**src/rtl/exc_ctrl_pkg.sv**
```systemverilog
package exc_ctrl_pkg;

    localparam int SR_IE    = 0;
    localparam int SR_EXL   = 1;
    localparam int SR_ERL   = 2;
    localparam int SR_BEV   = 22;
    localparam int CAUSE_BD = 31;

    localparam logic [4:0] FMT_MFROM = 5'h00;
    localparam logic [4:0] FMT_MTO   = 5'h04;
    localparam logic [4:0] FMT_CTRL  = 5'h10;
    localparam logic [5:0] FN_XRET   = 6'h18;

    typedef enum logic [0:0] {
        IRQ_IDLE = 1'b0,
        IRQ_WAIT = 1'b1
    } irq_st_t;

    typedef struct packed {
        logic       mf;
        logic       mt;
        logic       xret;
        logic [4:0] rt;
        logic [4:0] rd;
    } cop_op_t;

endpackage

```
**src/rtl/cop_decode.sv**
```systemverilog
module cop_decode
    import exc_ctrl_pkg::*;
(
    input  logic        valid,
    input  logic [31:0] insn,
    output cop_op_t     op
);

    logic low_clear;

    always_comb begin
        low_clear = (insn[10:0] == 11'd0);
        op.rt     = insn[20:16];
        op.rd     = insn[15:11];
        op.mf     = valid && (insn[25:21] == FMT_MFROM) && low_clear;
        op.mt     = valid && (insn[25:21] == FMT_MTO) && low_clear;
        op.xret   = valid && (insn[25:21] == FMT_CTRL) && (insn[5:0] == FN_XRET);
    end

endmodule

```
**src/rtl/irq_gate.sv**
```systemverilog
module irq_gate
    import exc_ctrl_pkg::*;
(
    input  logic clk,
    input  logic rst_n,
    input  logic irq_req,
    input  logic irq_en,
    input  logic blocked,
    output logic take,
    output logic pending
);

    irq_st_t st;
    irq_st_t st_nx;
    logic    want;

    always_ff @(posedge clk) begin
        if (!rst_n)
            st <= IRQ_IDLE;
        else
            st <= st_nx;
    end

    always_comb begin
        st_nx = st;
        unique case (st)
            IRQ_IDLE: if (irq_req && !(irq_en && !blocked)) st_nx = IRQ_WAIT;
            IRQ_WAIT: if (irq_en && !blocked)               st_nx = IRQ_IDLE;
        endcase
    end

    always_comb begin
        want    = 1'b0;
        pending = 1'b0;
        unique case (st)
            IRQ_IDLE: want = irq_req;
            IRQ_WAIT: begin
                want    = 1'b1;
                pending = 1'b1;
            end
        endcase
        take = want && irq_en && !blocked;
    end

endmodule

```
**src/rtl/exc_ctrl_unit.sv**
```systemverilog
module exc_ctrl_unit
    import exc_ctrl_pkg::*;
#(
    parameter int              XW         = 32,
    parameter int              CODE_W     = 5,
    parameter int              STATUS_REG = 12,
    parameter int              DS_BYTES   = 4,
    parameter logic [XW-1:0]   BOOT_BASE  = 32'hBFC0_0200,
    parameter logic [XW-1:0]   NORM_BASE  = 32'h8000_0000,
    parameter logic [XW-1:0]   VEC_OFS    = 32'h0000_0180,
    parameter logic [XW-1:0]   MARKER     = 32'hDEAD_C0DE
) (
    input  logic              clk,
    input  logic              rst_n,
    input  logic              exc_valid,
    input  logic [CODE_W-1:0] exc_code,
    input  logic [XW-1:0]     cur_pc,
    input  logic              cur_in_delay,
    input  logic              irq_req,
    input  logic              cop_valid,
    input  logic [31:0]       cop_insn,
    input  logic [XW-1:0]     gpr_rdata,
    output logic              redirect,
    output logic [XW-1:0]     redirect_pc,
    output logic              gpr_we,
    output logic [4:0]        gpr_waddr,
    output logic [XW-1:0]     gpr_wdata,
    output logic              llbit_clr,
    output logic              irq_pending,
    output logic [XW-1:0]     status,
    output logic [XW-1:0]     cause,
    output logic [XW-1:0]     epc
);

    localparam logic [XW-1:0] RST_STATUS = (XW'(1) << SR_BEV) | (XW'(1) << SR_ERL);
    localparam logic [4:0]    SR_IDX     = 5'(STATUS_REG);

    cop_op_t           op;
    logic              irq_take;
    logic              trap;
    logic [CODE_W-1:0] trap_code;
    logic [XW-1:0]     vec_addr;
    logic [XW-1:0]     cause_new;
    logic [XW-1:0]     epc_new;
    logic              do_xret;
    logic              do_mf;
    logic              do_mt;
    logic              sr_hit;
    logic [XW-1:0]     sr_q;
    logic [XW-1:0]     cause_q;
    logic [XW-1:0]     epc_q;

    cop_decode u_dec (
        .valid (cop_valid),
        .insn  (cop_insn),
        .op    (op)
    );

    irq_gate u_irq (
        .clk     (clk),
        .rst_n   (rst_n),
        .irq_req (irq_req),
        .irq_en  (sr_q[SR_IE]),
        .blocked (exc_valid),
        .take    (irq_take),
        .pending (irq_pending)
    );

    // Arbitration: exception, then interrupt, then coprocessor instruction.
    always_comb begin
        trap      = exc_valid || irq_take;
        trap_code = exc_valid ? exc_code : '0;
        vec_addr  = (sr_q[SR_BEV] ? BOOT_BASE : NORM_BASE) + VEC_OFS;
        do_xret   = op.xret && !trap;
        do_mf     = op.mf && !trap;
        do_mt     = op.mt && !trap;
        sr_hit    = (op.rd == SR_IDX);

        cause_new                = '0;
        cause_new[CODE_W+1:2]    = trap_code;
        cause_new[CAUSE_BD]      = cur_in_delay;
        epc_new                  = cur_in_delay ? (cur_pc - XW'(DS_BYTES)) : cur_pc;
    end

    always_comb begin
        redirect    = trap || do_xret;
        redirect_pc = trap ? vec_addr : epc_q;
        gpr_we      = do_mf;
        gpr_waddr   = op.rt;
        gpr_wdata   = sr_hit ? sr_q : MARKER;
        llbit_clr   = trap;
    end

    always_ff @(posedge clk) begin
        if (!rst_n) begin
            sr_q    <= RST_STATUS;
            cause_q <= '0;
            epc_q   <= '0;
        end else if (trap) begin
            if (!sr_q[SR_EXL]) begin
                cause_q <= cause_new;
                epc_q   <= epc_new;
            end else begin
                cause_q <= '0;
            end
            sr_q[SR_EXL] <= 1'b1;
        end else if (do_xret) begin
            if (sr_q[SR_ERL])
                sr_q[SR_ERL] <= 1'b0;
            else
                sr_q[SR_EXL] <= 1'b0;
        end else if (do_mt && sr_hit) begin
            sr_q <= gpr_rdata;
        end
    end

    assign status = sr_q;
    assign cause  = cause_q;
    assign epc    = epc_q;

endmodule

```
**config.mk**
```make
export PLATFORM = sky130hd
export DESIGN_NAME = exc_ctrl_unit
export DESIGN_NICKNAME = d
export VERILOG_FILES = /design/src/rtl/exc_ctrl_pkg.sv /design/src/rtl/cop_decode.sv /design/src/rtl/irq_gate.sv /design/src/rtl/exc_ctrl_unit.sv
export SDC_FILE = /design/constraint.sdc
export NUM_CORES = 1
export LEC_CHECK = 0
export ABC_AREA = 1
export ABC_CLOCK_PERIOD_IN_PS = 2000
export CORE_AREA = 2 2 107 109
export CTS_CLUSTER_DIAMETER = 50
export CTS_CLUSTER_SIZE = 12
export DETAILED_ROUTE_END_ITERATION = 7
export DIE_AREA = 0 0 109 111
export DONT_BUFFER_PORTS = 1
export GPL_TIMING_DRIVEN = 0
export MAX_ROUTING_LAYER = met4
export PLACE_DENSITY_LB_ADDON = 0.15
export REMOVE_ABC_BUFFERS = 1
export SKIP_CTS_REPAIR_TIMING = 1
export SLEW_MARGIN = 5
export SYNTH_ARGS = -nofsm -noshare
export SYNTH_HDL_FRONTEND = slang
export SYNTH_HIERARCHICAL = 1
export SYNTH_SLANG_ARGS = --single-unit
```
**constraint.sdc**
```tcl
create_clock -name clk -period 2 [get_ports clk]
set_input_delay 0.2 -clock clk [delete_from_list [all_inputs] [get_ports clk]]
set_output_delay 0.2 -clock clk [all_outputs]
set_load 0.05 [all_outputs]
```
[After elaboration in Yosys (flattened, before gate mapping)]
Index checks and enable logic that the tools add are counted.
Widths: inputs -> output; s select.
Word-level totals
  register bits after elaboration: 97
  input bits: 107
  output and inout bits: 169
  logic and storage cells: 59
Cells by class
  $add $sub $neg: 2
  eq/ne operators: 5
  multiplexer cells: 15
  bitwise gates (word level): 4
  reduce and logical (&&, ||, !) cells: 27
Operators by type and width (number)
  $mux 32: 4
  $add 32x9->32 const B: 1
  $sub 32x3->32 const B: 1
  $mux 30: 1
  $logic_and 1x1->1: 14
  $logic_not 11->1: 1
  $eq 6x5->1 const B: 1
  $reduce_and 2->1: 3
  $eq 5x3->1 const B: 1
  $eq 5x4->1 const B: 1
  $eq 5x5->1 const B: 1
  $logic_not 5->1: 1
  $mux 1: 5
  $mux 5: 1
  $not 1->1: 4
  $pmux 1 s2: 2
  $logic_not 1->1: 3
  $mux 3: 1
  $ne 3x3->1 const B: 1
  $reduce_and 3->1: 1
  $reduce_bool 3->1: 1
  $logic_or 1x1->1: 2
  $mux 2: 1
  $reduce_bool 2->1: 1

[Depth between registers and ports, before layout]
  depth after elaboration: 11
  depth in mapped cells: 11

[Modules after synthesis]
Netlist, hierarchy kept.
Modules (own cells, without submodules)
  exc_ctrl_unit: instances 1, cells each 629, area each 4045.1 um^2, sequential area each 1401.3 um^2
  cop_decode: instances 1, cells each 35, area each 191.4 um^2, sequential area each 0.0 um^2
  irq_gate: instances 1, cells each 7, area each 52.6 um^2, sequential area each 20.0 um^2

[Worst setup path before layout]
No wires, ideal clock.
  kind: flip-flop to output port
  start: register u_irq.st
  end: output redirect_pc[23]
  arrival: 2.267 ns
  setup slack: -0.467 ns
  stages on the path, launching flop included: 7
  path buffers: 1
  cell sequence: dfxtp_1 > nor2_2 > nor2_1 > nor2_4 > inv_1 > buf_2 > o21ai_0
On the way
  cells in the longest elaborated chain, start to end: 6
RTL lines
  start, declared: line irq_gate.sv:13  | irq_st_t st;
  start signal, assigned: line irq_gate.sv:21  | st <= st_nx;
  $not 1->1: line irq_gate.sv:35  | unique case (st)
  $pmux 1 s2 *: line irq_gate.sv:35
  $logic_and 1x1->1 * (2 in series): line irq_gate.sv:42  | take = want && irq_en && !blocked;
  via irq_take: line exc_ctrl_unit.sv:39  | logic irq_take;
  $logic_or 1x1->1 *: line exc_ctrl_unit.sv:71  | trap = exc_valid || irq_take;
  $mux 32 *: line exc_ctrl_unit.sv:87  | redirect_pc = trap ? vec_addr : epc_q;
  end, declared: line exc_ctrl_unit.sv:24  | output logic [XW-1:0] redirect_pc,
Mark *: on every way through the listed nets, which the timed path passes. The rest lies on a longest branch.

[Final worst setup path]
  start: register u_irq.st
  end: output redirect_pc[10]
Same word-level chain as after synthesis.

==> metrics <==
status finished, violations left; failing checks hold timing, setup timing; required time at the worst-slack endpoint roughly 1.8 ns; PortBufs 0; Final Max Tran Viols 0; Placeable Area 11,080 um^2; drt pass-1 iters 5; # Max-Cap Violations 0; number of distinct library cells after synthesis 36; drt total wl 14,370 um; Sw Ratio 0.3308; CTS tree done; Setup TNS Final -0.006527 ns; Int Pwr 2.917 mW; Placed Cells incl. Taps 777; H-Tree Depth 3; Yosys top cell area share 0.3314; Worst Skew roughly 0.0041 ns; clock root buffer clkbuf_16; DRC 0; GRT Overall Usage 0.2137; I/O pins 276; initial antenna violation count 0; Via density 5.131; CTS buffer count 9; vias in the first global route 3,710; r2r worst-path depth 8; Layout Cells excl Fill 817; Fmax achieved 498.4 MHz; die area 12,100 um^2; Post-Synthesis Cell Area 4289 um^2; Crit Reg-Reg Endpoint epc[25]; Slew HR 0.4042; net count reported at finish 778; yosys warns 6; violation count after the first detailed-route iteration 170; Power Dens Cells around 850 nW/um^2; Max Root-Sink Buffers 2; WP data arrival between 1.5 and 2 ns; ant diodes 0; clock latency on the worst-skew pair 0.34 ns; synthesized flop and latch total 71; FILL cells 1,147; most frequent cells in the layout inv_1, nand2_1, nor2_1, dfxtp_1, o21ai_0; sequential fraction of the synthesis area 0.3314; final setup fails 1; RSZ-0062 raised after global routing true; reg-to-reg slack, setup ~0.15 ns; CP max FO 15; post-route setup slack -0.006527 ns; Critical Path Source u_irq/st; Hold WS -0.0009658 ns; Lkg Pwr approximately 2.1 nW; fin util 0.4622; antenna-violating nets left 0; Area contributors post-synth dfxtp_1, nor2_1, nand2_1, inv_1, o21ai_0; most frequent CP cell nor2_4; hpwl dp 9597 um; clock power share 0.436; pre-CTS setup slack -1.484 ns; CP max-delay cell dfxtp_4; layout cells sized above 1 0.1929; Sw Pwr 1.442 mW; CP Launch Type flip-flop; syn avg cell area 6.392 um^2; routed len/inst 17.59 um; min Tclk post-route 2.007 ns; Die Width 109 um; HP Class primary input to flip-flop; element type at the critical path end primary output; pin count of the biggest net entering global routing 53; RD Place Congestion 0.8924; cell count after synthesis around 670; Row Count 39; remaining global-route overflow 0; fin crit share 1.003; die height 111 um; Yosys top cell by area dfxtp_1; Layout area overhead 19.37%; WS Path Type flip-flop to primary output; crit path cell chain nor2_4, nor2_2, nor2_4, buf_12, buf_8, inv_16, nor2_4; total number of vias 4,192; Clock Sinks 71; first-pass GRT wire length 19,210 um; Slew @ Worst Pin around 0.89 ns; Critical Path End redirect_pc[10]; Seq pwr share 0.400; commonest non-fill, non-tap cell in the layout inv_1; Worst IR Drop VDD between 0.4 and 0.5 mV; clk slew on worst S/H paths approximately 0.06 ns; endpoints failing hold 2; Initial Util 0.3872; max incr delay on CP 0.41 ns; FF-to-FF Start status[0]; combinational power share 0.164
## layout make-up
type / count / area, um^2 / share of cell area
clock buffer: 12 / 256.5 / 0.05010
multi-input combinational: 469 / 2536 / 0.4954
clock inverter: 3 / 90.09 / 0.01760
timing repair buffer: 18 / 182.7 / 0.03568
inverter: 98 / 401.6 / 0.07845
sequential: 71 / 1431 / 0.2796
tap: 143 / 178.9 / 0.03495
timing repair inverter: 3 / 42.54 / 0.008309
## cells in the mapped netlist (all sizes together)
master,instances
nor2,139
nand2,99
inv,98
dfxtp,71
o21ai,65
buf,48
a21oi,47
nand3,35
or2,17
clkbuf,14
nand4,9
xor2,7
nor3,5
a211oi,3
a31oi,3
o211ai,3
and2,1
conb,1
ha,1
nand3b,1
o21a,1
o21bai,1
o22ai,1
xnor2,1
## power by group through the flow
stage               logic [mW]  registers [mW]  clock network (mW)
floorplan                0.511            1.75                   0
global placement         0.576            1.77                   0
detailed placement       0.581            1.77                   0
CTS                      0.583            1.74                1.94
global route             0.774            1.75                1.99
finish                   0.717            1.74                1.90
## stage by stage
stage,hold WS (ns),power (mW),instance area [um^2]
after floorplan,0.2762,2.265,3990
after global placement,0.2972,2.346,4169
after detailed placement,0.3122,2.351,4174
after CTS,-0.04617,4.261,4521
after global routing,-0.002659,4.512,5120
final,-0.0009658,4.358,5120
## state kept, by name (all words and copies together) (netlist names)
signal / count
cause: 6
status: 32
u_irq/st: 1
epc: 32
## critical path, delay by kind of cell (launching register included)
family | cells | cell delay, ns
simple gates | 4 | 0.66
flops | 1 | 0.41
buf+inv | 3 | 0.39
## worst min-delay path by stage
| stage | startpoint | end | slack (ns) | cells after the start |
|---|---|---|---|---|
| after floorplan | rst_n | status[2] | 0.28 | 1 |
| after global placement | rst_n | status[2] | 0.30 | 1 |
| after detailed placement | rst_n | status[2] | 0.31 | 1 |
| after CTS | rst_n | status[2] | -0.05 | 1 |
| after global routing | rst_n | status[0] | -0.003 | 2 |
| final | gpr_rdata[14] | status[14] | -0.001 | 2 |
## logic make-up (layout without fill, tap and decap cells)
kind of cell,after synthesis,after routing,share of synthesized area
AOI/OAI and AO/OA,124,124,0.1514
xor gates and xnor gates,8,8,0.01634
adders and majority gates,1,1,0.002917
buffers and inverters,160,134,0.1774
DFF,71,71,0.3314
other,1,26,0.0008743
and+or+nand+nor,306,310,0.3197
## routing by layer
metal	vias up	track usage	part of all wire
met3	23	0.06937	0.090
met5	-	-	0
li1	2056	-	-
met4	0	0.09402	0.018
met2	192	0.3578	0.51
met1	1921	0.2274	0.38
Note: power is estimated with default switching activity, not from simulation.
